<file path="src/rtl/csla_pkg.sv">
package csla_pkg;

  // Nominal width of segment k: 2, 2, 3, 4, 5, ...
  function automatic int seg_nominal(int k);
    return (k < 2) ? 2 : k + 1;
  endfunction

  // Number of segments for an n-bit adder
  function automatic int seg_count(int n);
    int pos;
    pos = 0;
    for (int k = 0; k < n; k++) begin
      if (pos + seg_nominal(k) + seg_nominal(k + 1) > n) return k + 1;
      pos += seg_nominal(k);
    end
    return n;
  endfunction

  // Lowest bit index of segment g
  function automatic int seg_lo(int n, int g);
    int pos;
    pos = 0;
    for (int k = 0; k < g; k++) pos += seg_nominal(k);
    return (n > 0) ? pos : 0;
  endfunction

  // Width of segment g; the last segment takes every remaining bit
  function automatic int seg_width(int n, int g);
    if (g == seg_count(n) - 1) return n - seg_lo(n, g);
    return seg_nominal(g);
  endfunction

endpackage

</file>
<file path="src/rtl/csla_ripple.sv">
module csla_ripple #(
  parameter int W = 2
) (
  input  logic [W-1:0] a,
  input  logic [W-1:0] b,
  input  logic         ci,
  output logic [W-1:0] s,
  output logic         co
);
  logic [W:0] c;

  assign c[0] = ci;

  for (genvar i = 0; i < W; i++) begin : g_bit
    assign s[i]   = a[i] ^ b[i] ^ c[i];
    assign c[i+1] = (a[i] & b[i]) | (c[i] & (a[i] ^ b[i]));
  end

  assign co = c[W];
endmodule

</file>
<file path="src/rtl/csla_excess1.sv">
module csla_excess1 #(
  parameter int W = 3
) (
  input  logic [W-1:0] x,
  output logic [W-1:0] y
);
  // run[i] is high when every bit below i is one
  logic [W-1:0] run;

  assign run[0] = 1'b1;

  for (genvar i = 0; i < W; i++) begin : g_bit
    assign y[i] = x[i] ^ run[i];
    if (i < W - 1) begin : g_run
      assign run[i+1] = run[i] & x[i];
    end
  end
endmodule

</file>
<file path="src/rtl/csla_select_seg.sv">
module csla_select_seg #(
  parameter int W = 2
) (
  input  logic [W-1:0] a,
  input  logic [W-1:0] b,
  input  logic         ci,
  output logic [W-1:0] s,
  output logic         co
);
  logic [W-1:0] s_zero;
  logic         c_zero;
  logic [W:0]   plus_one;

  // Carry-free chain; the constant zero reduces bit 0 to a half adder
  csla_ripple #(.W(W)) i_chain (
    .a  (a),
    .b  (b),
    .ci (1'b0),
    .s  (s_zero),
    .co (c_zero)
  );

  csla_excess1 #(.W(W + 1)) i_inc (
    .x ({c_zero, s_zero}),
    .y (plus_one)
  );

  assign {co, s} = ci ? plus_one : {c_zero, s_zero};
endmodule

</file>
<file path="src/rtl/csla_adder.sv">
module csla_adder #(
  parameter int N = 16
) (
  input  logic [N-1:0] a,
  input  logic [N-1:0] b,
  input  logic         cin,
  output logic [N-1:0] sum,
  output logic         cout
);
  import csla_pkg::*;

  localparam int NSEG = seg_count(N);

  // seg_carry[g] enters segment g; seg_carry[NSEG] leaves the top
  logic [NSEG:0] seg_carry;

  assign seg_carry[0] = cin;

  for (genvar g = 0; g < NSEG; g++) begin : g_seg
    localparam int LO = seg_lo(N, g);
    localparam int SW = seg_width(N, g);
    if (g == 0) begin : g_base
      csla_ripple #(.W(SW)) i_base (
        .a  (a[LO +: SW]),
        .b  (b[LO +: SW]),
        .ci (seg_carry[g]),
        .s  (sum[LO +: SW]),
        .co (seg_carry[g+1])
      );
    end else begin : g_sel
      csla_select_seg #(.W(SW)) i_sel (
        .a  (a[LO +: SW]),
        .b  (b[LO +: SW]),
        .ci (seg_carry[g]),
        .s  (sum[LO +: SW]),
        .co (seg_carry[g+1])
      );
    end
  end

  assign cout = seg_carry[NSEG];
endmodule

</file>
<file path="config.mk">
export PLATFORM = sky130hd
export DESIGN_NAME = csla_adder
export DESIGN_NICKNAME = d
export VERILOG_FILES = /design/src/rtl/csla_pkg.sv /design/src/rtl/csla_ripple.sv /design/src/rtl/csla_excess1.sv /design/src/rtl/csla_select_seg.sv /design/src/rtl/csla_adder.sv
export SDC_FILE = /design/constraint.sdc
export NUM_CORES = 1
export LEC_CHECK = 0
export ABC_CLOCK_PERIOD_IN_PS = 12450
export BUFFER_PORTS_ARGS = -buffer_cell sky130_fd_sc_hd__buf_2
export CAP_MARGIN = 20
export CORE_MARGIN = 2
export CORE_UTILIZATION = 45
export DETAILED_ROUTE_END_ITERATION = 8
export GPL_TIMING_DRIVEN = 0
export PLACE_DENSITY = 0.9
export SLEW_MARGIN = 40
export SYNTH_ARGS = -nofsm -noshare
export SYNTH_HDL_FRONTEND = slang
export SYNTH_SLANG_ARGS = --single-unit
</file>
<file path="constraint.sdc">
create_clock -name vclk -period 12.45
set_input_delay 3.735 -clock vclk [all_inputs]
set_output_delay 3.735 -clock vclk [all_outputs]
set_load 0.02 [all_outputs]
</file>
# Yosys cells after proc, flatten, opt, wreduce, memory -nomap -nowiden
# Index checks and enable logic that the tools add are counted.
op_classes:
  muxes: 4
  bitwise: 96
ops:
  columns: ["op", "count"]
  rows:
  - ["1-bit XOR", 42]
  - ["1-bit bitwise AND", 38]
  - ["1-bit OR", 12]
  - ["6-bit 2-to-1 mux", 1]
  - ["5-bit 2-to-1 mux", 1]
  - ["4-bit 2-to-1 mux", 1]
  - ["1-bit NOT", 4]
  - ["3-bit 2-to-1 mux", 1]
totals:
  reg_bits: 0

# Logic depth before layout (Yosys ltp)
depth:
  ltp_word: 11
  mapped_depth: 15

# Modules after synthesis
# A second synthesis with hierarchy kept.
unflattened:
  cells_unflattened: 103
  area_unflattened_um2: 919.6
by_module_without_submodules:
  columns: ["mod", "instances", "cells_per_inst", "area_each_um2", "seq_area_each_um2"]
  rows:
  - ["csla_ripple at g_seg[0].g_base.i_base ...", 2, 10, 70.1, 0.0]
  - ["csla_ripple at g_seg[4].g_sel.i_sel.i_chain", 1, 15, 137.6, 0.0]
  - ["csla_ripple at g_seg[3].g_sel.i_sel.i_chain", 1, 14, 117.6, 0.0]
  - ["csla_select_seg at g_seg[4].g_sel.i_sel", 1, 8, 105.1, 0.0]
  - ["csla_ripple at g_seg[2].g_sel.i_sel.i_chain", 1, 13, 97.6, 0.0]
  - ["csla_excess1 at g_seg[4].g_sel.i_sel.i_inc", 1, 6, 62.6, 0.0]
  - ["csla_select_seg at g_seg[3].g_sel.i_sel", 1, 6, 60.1, 0.0]
  - ["csla_excess1 at g_seg[3].g_sel.i_sel.i_inc", 1, 5, 50.0, 0.0]
  - ["csla_select_seg at g_seg[2].g_sel.i_sel", 1, 5, 48.8, 0.0]
  - ["csla_excess1 at g_seg[2].g_sel.i_sel.i_inc", 1, 4, 37.5, 0.0]
  - ["csla_select_seg at g_seg[1].g_sel.i_sel", 1, 4, 37.5, 0.0]
  - ["csla_excess1 at g_seg[1].g_sel.i_sel.i_inc", 1, 3, 25.0, 0.0]

# Worst setup path after synthesis
# Ideal clock, no wire load.
synth_path:
  path_type: "in2out"
  from: "in a[11]"
  to: "out cout"
  arrival_ns: 6.714
  t_required_ns: 8.715
  slack_ns: 2.001
  cell_stages: 13
  path_buffers: 0
  path_cell_list: "ha_1 -> inv_1 -> fa_1 -> fa_1 -> inv_1 -> fa_1 -> inv_1 -> fa_1 -> inv_1 -> ha_1 -> or4b_1 -> o311a_1 -> a221oi_1"
synth_between:
  elab_chain_len: 11
  elab_cells_between_ends: 20
  classes_between: "mux: 1; bitwise: 19"
synth_rtl:
  columns: ["element", "line", "rtl"]
  rows:
  - ["from (decl)", "csla_adder.sv:4", "input logic [N-1:0] a,"]
  - ["1-bit bitwise AND (2 in a row)", "csla_ripple.sv:16", "assign c[i+1] = (a[i] & b[i]) | (c[i] & (a[i] ^ b[i]));"]
  - ["1-bit OR", "csla_ripple.sv:16", null]
  - ["1-bit bitwise AND", "csla_ripple.sv:16", null]
  - ["1-bit OR", "csla_ripple.sv:16", null]
  - ["1-bit bitwise AND", "csla_ripple.sv:16", null]
  - ["1-bit OR", "csla_ripple.sv:16", null]
  - ["1-bit bitwise AND / 1-bit XOR (equally long branches)", "csla_ripple.sv:16, csla_ripple.sv:15", null]
  - ["1-bit OR / 1-bit bitwise AND (equally long branches)", "csla_ripple.sv:16, csla_excess1.sv:15", null]
  - ["1-bit XOR", "csla_excess1.sv:13", "assign y[i] = x[i] ^ run[i];"]
  - ["6-bit 2-to-1 mux (*)", "csla_select_seg.sv:28", "assign {co, s} = ci ? plus_one : {c_zero, s_zero};"]
  - ["to (decl)", "csla_adder.sv:8", "output logic cout"]
# Every way passes the cells marked *; elsewhere a longest branch is shown, timed or not.

# Final worst setup path
# Ends and elaborated chain as after synthesis.

==> summary.md <==
| Metric | Value |
|---|---|
| Status | finished, final reports clean |
| Largest net degree at the start of global routing | 8 |
| Gate power share | 100.0% |
| Met3 usage | 0% |
| Initial antenna violation count | 0 |
| Setup TNS Final | 0 ps |
| GR Util met2 | 34.9% |
| Min cycle time layout | 10510 ps |
| Worst Tran Pin Value | 433 ps |
| Num ports | 50 |
| Worst-path fanout max | 5 |
| Layout clock buffers | 0 |
| Die Span Y | 47.6 microns |
| Net switching power | 0.0461 mW |
| Leak pwr | 0.659 nW |
| Synth Net Count | 154 |
| Pwr Density | 70.7 nW/um^2 |
| Synth top area cells | fa_1 28%, ha_1 20%, inv_1 14% |
| Reg area | 0 sq um |
| Critical Path End | cout |
| Unique masters post-synth | 21 |
| CP Class | input pin to output port |
| Min-delay worst type | input pin to output port |
| GPL Wtd Cong | 0.671 |
| Post-synth top area cell | fa_1 |
| HPWL after detailed placement | 1.64 mm |
| Seq pwr share | 0% |
| Vias in the first global route | 694 |
| Vias/cell | 4.58 |
| Most frequent cells in the layout | 50 x buf_2, 31 x inv_1, 14 x ha_1 |
| Avg WL per Cell | 10.1 microns |
| Power share of the clock group | 0% |
| Finished Core Util | 64.5% |
| Pre-Repair DR Iteration Count | 4 |
| Core Area | 1760 sq um |
| Mapped Cells | 95 |
| CP startpoint | a[11] |
| Post-CTS Setup Bufs | 0 |
| Hold path cells | 3 |
| Die Span X | 47.6 microns |
| Maximum VDD drop | 0.0356 mV |
| WP data required | 8710 ps |
| Worst Setup Slack post-DPL | 1920 ps |
| Layout cells sized above 1 | 42.8% |
| Commonest non-fill, non-tap cell in the layout | buf_2 |
| Grt met1 use | 15.1% |
| CP Capture Type | output port |
| Final worst setup slack | 1940 ps |
| Internal power | 0.0343 mW |
| Max_cap viols | 0 |
| # resized after CTS | 0 |
| Final instance area | 1140 sq um |
| Crit path DAT | 6770 ps |
| Hold Vio Cnt, Final | 0 |
| Layout Cells excl Fill | 170 |
| Initial detailed-routing violation count | 3 |
| Routed via count | 779 |
| # DRC | 0 |
| Mean Syn Cell Area | 9.02 sq um |
| Die Footprint | 2270 sq um |
| PortBufs | 50 |
| Nets | 206 |
| Max-slew violations | 0 |
| Seq cells | 0 |
| Syn Std Cell Area | 857 sq um |
| Unrepaired setup endpoints after global routing | false |
| Global Route Usage Sum | 15.0% |
| Top Usage Layer GRT | met2 |
| Starting Density | 48.6% |
| Tcrit/Tclk final | 84.4% |
| Post-synth top area share | 28.0% |
| Max Freq | 0.0952 GHz |
| N_diodes | 0 |
| Hold buffer count at CTS | 0 |
| First-pass GRT wire length | 2.57 mm |
| Startpoint Class | input pin |
| Synth warnings | 0 |
| Antenna Violating Nets Remaining | 0 |
| Register area share after synthesis | 0% |
| Sw Share | 57.3% |
| Area grow syn2layout | 32.8% |
| Placed Cells | 170 |
| Grt total ovfl | 0 |
| Slew HR | 71.0% |
| Routed WL | 1.72 mm |
| Final setup vio count | 0 |
| Area after DPL | 1140 sq um |
| # rows | 15 |
==> power groups by stage <==
stage,Clock (mW),Combinational (mW),Sequential [mW]
3_5_place_dp,0,0.0813,0
5_1_grt,0,0.0899,0
2_1_floorplan,0,0.0563,0
4_1_cts,0,0.0817,0
3_3_place_gp,0,0.0774,0
6_report,0,0.0805,0
==> worst min-delay path by stage <==
stage	to	start	slack (ps)
6_report	sum[0]	cin	7880
5_1_grt	sum[0]	cin	7910
4_1_cts	sum[0]	cin	7890
3_5_place_dp	sum[0]	cin	7890
3_3_place_gp	sum[0]	cin	7850
2_1_floorplan	sum[0]	cin	7720
==> critical path: stages <==
cell	delay [ps]
buf_2	80
ha_1	130
inv_1	40
fa_1	380
fa_1	360
inv_1	70
fa_1	160
inv_1	50
fa_1	440
inv_1	80
ha_1	210
or4b_1	450
o311a_1	130
a221oi_1	250
buf_2	210
==> cells by family (layout without fill, tap and decap cells) <==
kind of cell | Yosys count | in the layout | share of synthesized area, %
buf+inv | 31 | 81 | 13.6
fa+ha+maj | 26 | 26 | 48.5
simple gates | 15 | 15 | 10.8
compound gates | 8 | 8 | 7.30
mux | 8 | 8 | 11.8
xor+xnor | 7 | 7 | 8.03
==> Yosys cell counts <==
cell type  count
inv_1         31
ha_1          14
fa_1          12
mux2_2         7
nand2_1        6
o21ai_0        4
xnor2_1        4
nor2_1         3
xor2_1         2
a21boi_0       1
a221oi_1       1
and3b_1        1
mux2i_4        1
nand2b_1       1
nand4bb_2      1
nor2b_2        1
nor4b_1        1
o21ai_4        1
o311a_1        1
or4b_1         1
xor2_2         1
==> final cells by class <==
type,instances,area (sq um)
Timing Repair Buffer,50,250
Tap cell,25,31.3
Fill cell,178,626
Multi-Input combinational cell,64,741
Inverter,31,116
==> per-layer routing <==
layer	up-vias	wire length (microns)
met1	358	620
met3	0	82
li1	396	-
met2	25	1020
met4	0	0
met5	-	0
==> stage by stage <==
step | hold slack, ps | power [mW]
CTS | 7890 | 0.0817
finish | 7880 | 0.0805
global placement | 7850 | 0.0774
global route | 7910 | 0.0899
detailed placement | 7890 | 0.0813
floorplan | 7720 | 0.0563
No activity file was read; power rests on OpenSTA's default activity.
